File: src/rtl/pclk_pkg.sv
`timescale 1ns/1ps
package pclk_pkg;
  localparam int WORD_W   = 32;
  localparam int SRC_LO   = 4;
  localparam int BYP_BIT  = 6;
  localparam int DIV1_LO  = 8;
  localparam int DIV2_LO  = 20;
  localparam int N_STAGES = 2;
  localparam int N_OUT    = 2;

  typedef enum logic [1:0] {
    SRC_IO_A = 2'd0,
    SRC_IO_B = 2'd1,
    SRC_CPU  = 2'd2,
    SRC_MEM  = 2'd3
  } src_sel_e;
endpackage

File: src/rtl/pclk_divstage.sv
`timescale 1ns/1ps
module pclk_divstage #(
  parameter int W = 6
) (
  input  logic         clk,
  input  logic         rst_n,
  input  logic         restart,
  input  logic         tick_in,
  input  logic [W-1:0] div_val,
  output logic         tick_out
);
  logic [W-1:0] cnt;
  logic [W-1:0] last;

  assign last     = (div_val == '0) ? '0 : div_val - W'(1);
  assign tick_out = tick_in && (cnt == last);

  always_ff @(posedge clk or negedge rst_n) begin
    if (!rst_n)       cnt <= '0;
    else if (restart) cnt <= '0;
    else if (tick_in) cnt <= tick_out ? '0 : cnt + W'(1);
  end

  // the count never passes the effective terminal value
  p_cnt_bound_r3: assert property (@(posedge clk) disable iff (!rst_n)
    cnt <= last);

  // a restart leaves the count cleared
  p_restart_clear_r6: assert property (@(posedge clk) disable iff (!rst_n)
    restart |=> cnt == '0);

  // a stage that emits a pulse starts counting again from zero
  p_wrap_r4: assert property (@(posedge clk) disable iff (!rst_n)
    tick_out |=> cnt == '0);
endmodule

File: src/rtl/pclk_regs.sv
`timescale 1ns/1ps
module pclk_regs
  import pclk_pkg::*;
#(
  parameter int DIV_W   = 6,
  parameter bit INIT_EN = 1'b0
) (
  input  logic              clk,
  input  logic              rst_n,
  input  logic              we,
  input  logic              sel,
  input  logic [WORD_W-1:0] wdata,
  input  logic              rsel,
  output logic [WORD_W-1:0] ctrl_q,
  output logic [WORD_W-1:0] gate_q,
  output logic [WORD_W-1:0] rdata,
  output logic              div_changed
);
  localparam logic [WORD_W-1:0] GATE_RST = WORD_W'(!INIT_EN);

  always_ff @(posedge clk or negedge rst_n) begin
    if (!rst_n) begin
      ctrl_q <= '0;
      gate_q <= GATE_RST;
    end else if (we) begin
      if (sel) gate_q <= wdata;
      else     ctrl_q <= wdata;
    end
  end

  assign div_changed = we && !sel &&
    ((wdata[DIV1_LO +: DIV_W] != ctrl_q[DIV1_LO +: DIV_W]) ||
     (wdata[DIV2_LO +: DIV_W] != ctrl_q[DIV2_LO +: DIV_W]));

  assign rdata = rsel ? gate_q : ctrl_q;

  // a control write is held exactly
  p_ctrl_hold_r9: assert property (@(posedge clk) disable iff (!rst_n)
    (we && !sel) |=> ctrl_q == $past(wdata));

  // a gate write is held exactly
  p_gate_hold_r9: assert property (@(posedge clk) disable iff (!rst_n)
    (we && sel) |=> gate_q == $past(wdata));

  // no write leaves both words stable
  p_idle_stable_r9: assert property (@(posedge clk) disable iff (!rst_n)
    !we |=> ($stable(ctrl_q) && $stable(gate_q)));
endmodule

File: src/rtl/pclk_gen.sv
`timescale 1ns/1ps
module pclk_gen
  import pclk_pkg::*;
#(
  parameter int DIV_W    = 6,
  parameter bit TWO_OUT  = 1'b1,
  parameter bit SEP_GATE = 1'b0,
  parameter bit INIT_EN  = 1'b0
) (
  input  logic              clk,
  input  logic              rst_n,
  input  logic              pll_io_tick,
  input  logic              pll_cpu_tick,
  input  logic              pll_mem_tick,
  input  logic              ext_tick,
  input  logic              reg_we,
  input  logic              reg_sel,
  input  logic [WORD_W-1:0] reg_wdata,
  input  logic              reg_rsel,
  output logic [WORD_W-1:0] reg_rdata,
  output logic [N_OUT-1:0]  clk_en_o
);
  localparam int DIV_LO [N_STAGES] = '{DIV1_LO, DIV2_LO};

  logic [WORD_W-1:0] ctrl_q, gate_q;
  logic              div_changed;
  src_sel_e          src_sel;
  logic              src_tick;
  logic              bypass;
  logic              pulse;
  logic [N_OUT-1:0]  gate_vec;
  logic [N_STAGES:0] chain;

  pclk_regs #(.DIV_W(DIV_W), .INIT_EN(INIT_EN)) u_regs (
    .clk        (clk),
    .rst_n      (rst_n),
    .we         (reg_we),
    .sel        (reg_sel),
    .wdata      (reg_wdata),
    .rsel       (reg_rsel),
    .ctrl_q     (ctrl_q),
    .gate_q     (gate_q),
    .rdata      (reg_rdata),
    .div_changed(div_changed)
  );

  assign src_sel = src_sel_e'(ctrl_q[SRC_LO +: 2]);
  assign bypass  = ctrl_q[BYP_BIT];

  always_comb begin
    unique case (src_sel)
      SRC_CPU: src_tick = pll_cpu_tick;
      SRC_MEM: src_tick = pll_mem_tick;
      default: src_tick = pll_io_tick;
    endcase
  end

  assign chain[0] = src_tick;

  for (genvar s = 0; s < N_STAGES; s++) begin : g_stage
    pclk_divstage #(.W(DIV_W)) u_div (
      .clk     (clk),
      .rst_n   (rst_n),
      .restart (div_changed),
      .tick_in (chain[s]),
      .div_val (ctrl_q[DIV_LO[s] +: DIV_W]),
      .tick_out(chain[s+1])
    );
  end

  assign pulse = bypass ? ext_tick : chain[N_STAGES];

  if (SEP_GATE) begin : g_sep_gate
    assign gate_vec = {1'b0, !gate_q[0]};
  end else if (TWO_OUT) begin : g_two_gate
    assign gate_vec = ctrl_q[1:0];
  end else begin : g_one_gate
    assign gate_vec = {1'b0, ctrl_q[0]};
  end

  always_ff @(posedge clk or negedge rst_n) begin
    if (!rst_n) clk_en_o <= '0;
    else        clk_en_o <= {N_OUT{pulse}} & gate_vec;
  end

  // an output pulses only if its gate was open in the cycle before
  p_gate_off_r7: assert property (@(posedge clk) disable iff (!rst_n)
    clk_en_o[0] |-> $past(gate_vec[0]));

  // the second output stays low in the separate-gate variant
  p_single_out_r8: assert property (@(posedge clk) disable iff (!rst_n)
    (SEP_GATE || !TWO_OUT) |-> !clk_en_o[1]);

  // in bypass, a missing external strobe gives no output pulse
  p_bypass_r5: assert property (@(posedge clk) disable iff (!rst_n)
    $past(bypass && !ext_tick) |-> clk_en_o == '0);

  // an output pulse needs a selected pulse one cycle earlier
  p_latency_r10: assert property (@(posedge clk) disable iff (!rst_n)
    (clk_en_o != '0) |-> $past(pulse));
endmodule

File: config.mk
export PLATFORM = sky130hd
export DESIGN_NAME = pclk_gen
export DESIGN_NICKNAME = d
export VERILOG_FILES = /design/src/rtl/pclk_pkg.sv /design/src/rtl/pclk_divstage.sv /design/src/rtl/pclk_regs.sv /design/src/rtl/pclk_gen.sv
export SDC_FILE = /design/constraint.sdc
export NUM_CORES = 1
export LEC_CHECK = 0
export BUFFER_PORTS_ARGS = -buffer_cell sky130_fd_sc_hd__buf_2
export CORE_UTILIZATION = 56
export DETAILED_ROUTE_END_ITERATION = 10
export PLACE_DENSITY = 0.8
export RECOVER_POWER = 25
export SETUP_SLACK_MARGIN = 0.4
export SYNTH_ARGS = -nofsm -noshare
export SYNTH_HDL_FRONTEND = slang
export SYNTH_SLANG_ARGS = --single-unit
File: constraint.sdc
create_clock -name clk -period 2.85 [get_ports clk]
set_clock_uncertainty 0.15 [all_clocks]
set_input_delay 0.1425 -clock clk [delete_from_list [all_inputs] [get_ports clk]]
set_output_delay 0.1425 -clock clk [all_outputs]
set_load 0.02 [all_outputs]
# After elaboration in Yosys (flattened, before gate mapping)
# Cells that the tools add are included.
# totals
latch_bits	0
mem_count	0
ramBits	0
out_inout_bits	34
mem_bits_ro	0
regBits	78
inputBits	41
wordCells	40
# op_classes
eq_ne	6
div	0
mul	0
n_mux	11
bitwise_logic	2
magnitude_cmp	0
n_reduce_logical	12
add_sub_neg	4
shifts	0
# ops
operator	n
$mux 6	8
$mux 32	1
$add 6x1->6 const B	2
$eq 6x6->1	2
$logic_not 6->1	2
$ne 6x6->1	2
$sub 6x1->6 const B	2
$eq 2x2->1 const B	2
$logic_and 1x1->1	4
$reduce_and 2->1	2
$reduce_bool 2->1	2
$and 2x2->2	1
$pmux 1 s2	1
$logic_not 1->1	1
$logic_or 1x1->1	1
$mux 1	1
$not 1->1	1

# Depth between registers and ports, before layout
# depth
depth_word	8
ltp_mapped	11
depth_no_buf	9

# Hierarchy
# A second synthesis with hierarchy kept.
# unflattened
cells_unflattened	359
area_unflattened_um2	4489.3
# by_module_without_submodules
module	cells_per_inst	area_per_inst_um2	seq_area_each_um2	n_inst
pclk_regs	189	3017.9	1602.8	1
pclk_divstage at g_stage[0].u_div	84	723.2	150.1	1
pclk_divstage at g_stage[1].u_div	78	656.9	150.1	1
pclk_gen	8	91.3	50.0	1

# Least setup slack after synthesis
# OpenSTA, ideal clock, no wires.
# synth_timing
kind	reg-to-reg
startpoint	reg u_regs.ctrl_q[20]
endpoint	reg g_stage[1].u_div.cnt[4]
path_stages_with_launch	12
arrival_time_ps	2272
path_buffers	2
period_less_slack_ps	2550
setup_time_ps	128
slack_ps	300
required_time_ps	2572
path_cell_list	dfrtp_1 buf_4 inv_1 ha_1 bufbuf_16 nor3b_4 a21oi_1 xnor2_1 nand3_1 or4_4 a21boi_2 o32ai_1
# synth_via
elab_chain_cells	7
elab_cells_between_ends	12
classes_between	add/sub (1); eq/ne (2); mux (4); reduce/logical (5)
# synth_lines
item	line	rtl
start, declared	pclk_regs.sv:14	output logic [WORD_W-1:0] ctrl_q,
start signal, assigned	pclk_regs.sv:27	else ctrl_q <= wdata;
$sub 6x1->6 / $logic_not 6->1 (equally long branches)	pclk_divstage.sv:15	assign last = (div_val == '0) ? '0 : div_val - W'(1);
$mux 6	pclk_divstage.sv:15	
$eq 6x6->1	pclk_divstage.sv:16	assign tick_out = tick_in && (cnt == last);
$logic_and 1x1->1	pclk_divstage.sv:16	
$mux 6 (2 in a row)	pclk_divstage.sv:21	else if (tick_in) cnt <= tick_out ? '0 : cnt + W'(1);
$mux 6	pclk_divstage.sv:20	else if (restart) cnt <= '0;
end signal, assigned	pclk_divstage.sv:21	
end, declared	pclk_divstage.sv:12	logic [W-1:0] cnt;
# Several ways; a longest one is shown, not always the timed one. The select of a mux whose other input is x is not followed.
# A chain may end at the register's enable or synchronous reset.

# Final worst setup path
# layout_timing
startpoint	reg u_regs.ctrl_q[9]
endpoint	reg g_stage[1].u_div.cnt[4]
# layout_via
elab_chain_cells	8
elab_cells_between_ends	13
classes_between	add/sub (1); eq/ne (2); mux (4); reduce/logical (6)
# layout_lines
item	line
$sub 6x1->6 / $logic_not 6->1 (equally long branches)	pclk_divstage.sv:15
$mux 6	pclk_divstage.sv:15
$eq 6x6->1	pclk_divstage.sv:16
$logic_and 1x1->1 (2 in a row)	pclk_divstage.sv:16
$mux 6 (2 in a row)	pclk_divstage.sv:21
$mux 6	pclk_divstage.sv:20
# Several ways; a longest one is shown, not always the timed one. The select of a mux whose other input is x is not followed.

==> flow_metrics.tcl <==
set metrics [dict create \
    status "complete, but fails checks" \
    failed_checks "capacitance limit, slew limit" \
    io_pins 75 \
    cts.sinks 78 \
    die-area_sq_um 7764 \
    antenna_found_initial 0 \
    p_int_mw 2.129 \
    clockBufferDepth 2 \
    std_cell_rows 31 \
    insertion_delay_ns 0.36 \
    drt-initial-drc-count 235 \
    clk_pin_slew_worst_paths_ns 0.08 \
    synth_nets 394 \
    place_hpwl_mm 5.928 \
    post_route_cells_drive_above_1_share 0.4530 \
    syn_inst 349 \
    synthFlopType "dfrtp_1" \
    die_h_um 88.12 \
    critical_path.max_fanout 6 \
    synth_seq_area_share 0.4703 \
    wl_per_cell_um 16.48 \
    numCtsBuffers 9 \
    worst_slack_ns 0.4063 \
    worstSetupPathType "flop to flop" \
    h-tree-depth 3 \
    antenna_cells 0 \
    peakVddDrop_uv 390.2 \
    start_util 0.5756 \
    synthArstFlopShare 1.000 \
    min_path_type "input port to flop" \
    grt_pass1_vias 3188 \
    synthTopCellsByArea "dfrtp_1 (46%), mux2_2 (23%), xnor2_1 (4.6%)" \
    comb_power_share 0.286 \
    holdPathStages 4 \
    setup_viol 0 \
    p_leak_nw 2.228 \
    maxCapViolCount 1 \
    fin_setup_tns_ns 0 \
    crit_path_start_kind "flop" \
    fin_crit_sh 0.8574 \
    rsz0062_at_grt "true" \
    viasPerCell 5.536 \
    yosysWarnings 0 \
    p_per_area_nw_per_um2 606.3 \
    dpl_cell_area_sq_um 4554 \
    layout-area-overhead-vs-synth_pct 25.58 \
    track_usage 0.2575 \
    routed_wl_mm 9.344 \
    final_net_count 509 \
    grt_pass1_wl_mm 15.03 \
    p_seq_frac 0.446 \
    cp-end-kind "flop" \
    gp_congestion 0.8802 \
    swShare 0.3267 \
    slew_headroom -0.3280 \
    design_area_sq_um 5215 \
    r2r_cells 10 \
    synth.most_common_cell "mux2_2" \
    required_ns 2.93 \
    yosysTopAreaCell "dfrtp_1" \
    maxSlewViolCount 33 \
    numPortBuffers 74 \
    netlist_area_sq_um 4153 \
    detail_route.first_pass.iterations 4 \
    synth_top_cell_area_share 0.4640 \
    dr_total_vias 3139 \
    clock_power_share 0.267 \
    ys_types 52 \
    design.core.area_sq_um 7214 \
    syn_area_per_cell_sq_um 11.90 \
    tightest_slew_ns 1.992 \
    fin_crit_ns 2.444 \
    synthTopCellsByCount "mux2_2 (84), dfrtp_1 (77), xnor2_1 (22), nand2_1 (18), o21ai_0 (14)" \
    arrival_ns 2.52 \
    grt_overflow 0 \
    place_ws_ns 0.1219 \
    finalHoldViolCount 0 \
    max_freq_ghz 0.4092 \
    synth_edf_count 0 \
    die_w_um 88.12 \
    drc 0 \
    cts_root_buffer "clkbuf_8" \
    p_switching_mw 1.033 \
    drtAntennaViolNets 0 \
    cts_tree "yes" \
    p_total_mw 3.162 \
    grt_max_degree 79 \
    ys_ff_latch 78 \
]
==> cells by family (layout without fill, tap and decap cells) <==
group	count (synthesis)	after routing	synth area share
compound gates	46	46	0.07292
simple gates	77	77	0.1073
flops	78	78	0.4703
fa+ha+maj	4	4	0.01205
mux	87	87	0.2350
buf+inv	30	149	0.04549
xor+xnor	27	27	0.05694
==> through the flow <==
stage,cells,hold slack (ns),util
floorplan,349,-0.3031,-
global placement,506,0.2085,0.6313
CTS,564,0.03570,0.7199
finish,567,0.05148,0.7229
global route,567,0.06547,0.7229
detailed placement,506,0.2118,0.6313
==> layer usage <==
layer  track usage  vias up  part of all wire
met5             0        -                 0
met2        0.4362      101              0.49
met1        0.3235     1552              0.43
met4       0.07331        0             0.019
met3       0.07352       17             0.059
li1              -     1469                 -
==> power by group through the flow <==
stage	combinational, mW	sequential, mW	clock, mW
6_report	0.905	1.41	0.846
5_1_grt	0.981	1.44	0.901
4_1_cts	0.889	1.40	0.850
3_5_place_dp	0.799	1.43	0
3_3_place_gp	0.777	1.42	0
2_1_floorplan	0.658	1.36	0
==> area by class of cell <==
cell class | count | area, sq um
Clock buffer | 9 | 123.9
Clock inverter | 6 | 71.32
Fill cell | 529 | 1999
Inverter | 9 | 36.28
Multi-Input combinational cell | 241 | 2083
Sequential cell | 78 | 1958
Tap cell | 99 | 123.9
Timing Repair Buffer | 125 | 818.3
==> cells in the final DEF, fill, tap and decap left out, drive strengths merged, types with 2 or more instances in the layout <==
| master | n |
|---|---|
| xnor2 | 22 |
| mux2 | 84 |
| ha | 4 |
| nand2 | 19 |
| a31oi | 2 |
| a21boi | 2 |
| nor2b | 7 |
| a211oi | 2 |
| or3 | 4 |
| nand3 | 9 |
| nand4 | 4 |
| a21oi | 10 |
| nor3 | 3 |
| or3b | 2 |
| clkinvlp | 2 |
| dfrtp | 77 |
| a221oi | 2 |
| o21ai | 17 |
| or4 | 4 |
| clkbuf | 17 |
| dlygate4sd3 | 33 |
| o32ai | 4 |
| inv | 11 |
| buf | 84 |
| nor4 | 3 |
| nand2b | 4 |
| nor3b | 2 |
| nor2 | 11 |
| xor2 | 5 |
| mux2i | 3 |
==> worst paths after layout <==
kind                                           endpoint  slack, ns              start
worst max-delay path            g_stage[1].u_div.cnt[4]       0.41   u_regs.ctrl_q[9]
worst min-delay path                        clk_en_o[1]       0.05           ext_tick
worst max register to register  g_stage[1].u_div.cnt[4]       0.41   u_regs.ctrl_q[9]
worst min register to register        u_regs.gate_q[26]       0.36  u_regs.gate_q[26]
max in group asynchronous             u_regs.ctrl_q[20]       1.52              rst_n
min in group asynchronous             u_regs.gate_q[20]       0.30              rst_n
==> timing repair <==
item,4_1_cts,5_1_grt
setup endpoints to repair,14,13
hold buffers,33,0
hold endpoints to repair,141,0
resized for setup,11,5
gates cloned,1,0
pin swaps,2,4
buffers inserted,9,3
==> critical path: stages (launching register included) <==
cell and delay, ns:
dfrtp_1 0.40, inv_2 0.09, ha_4 0.15, nor3b_4 0.18, mux2i_1 0.25, xnor2_1 0.08, a211oi_1 0.22, nor4b_4 0.35
buf_4 0.21, a21boi_2 0.15, o32ai_1 0.08
==> sequential cells by signal (all words and copies together) (netlist names) <==
register,cells
u_regs.ctrl_q,32
u_regs.gate_q,32
g_stage.u_div.cnt,12
clk_en_o,2
Power figures use the tool's default switching activity.
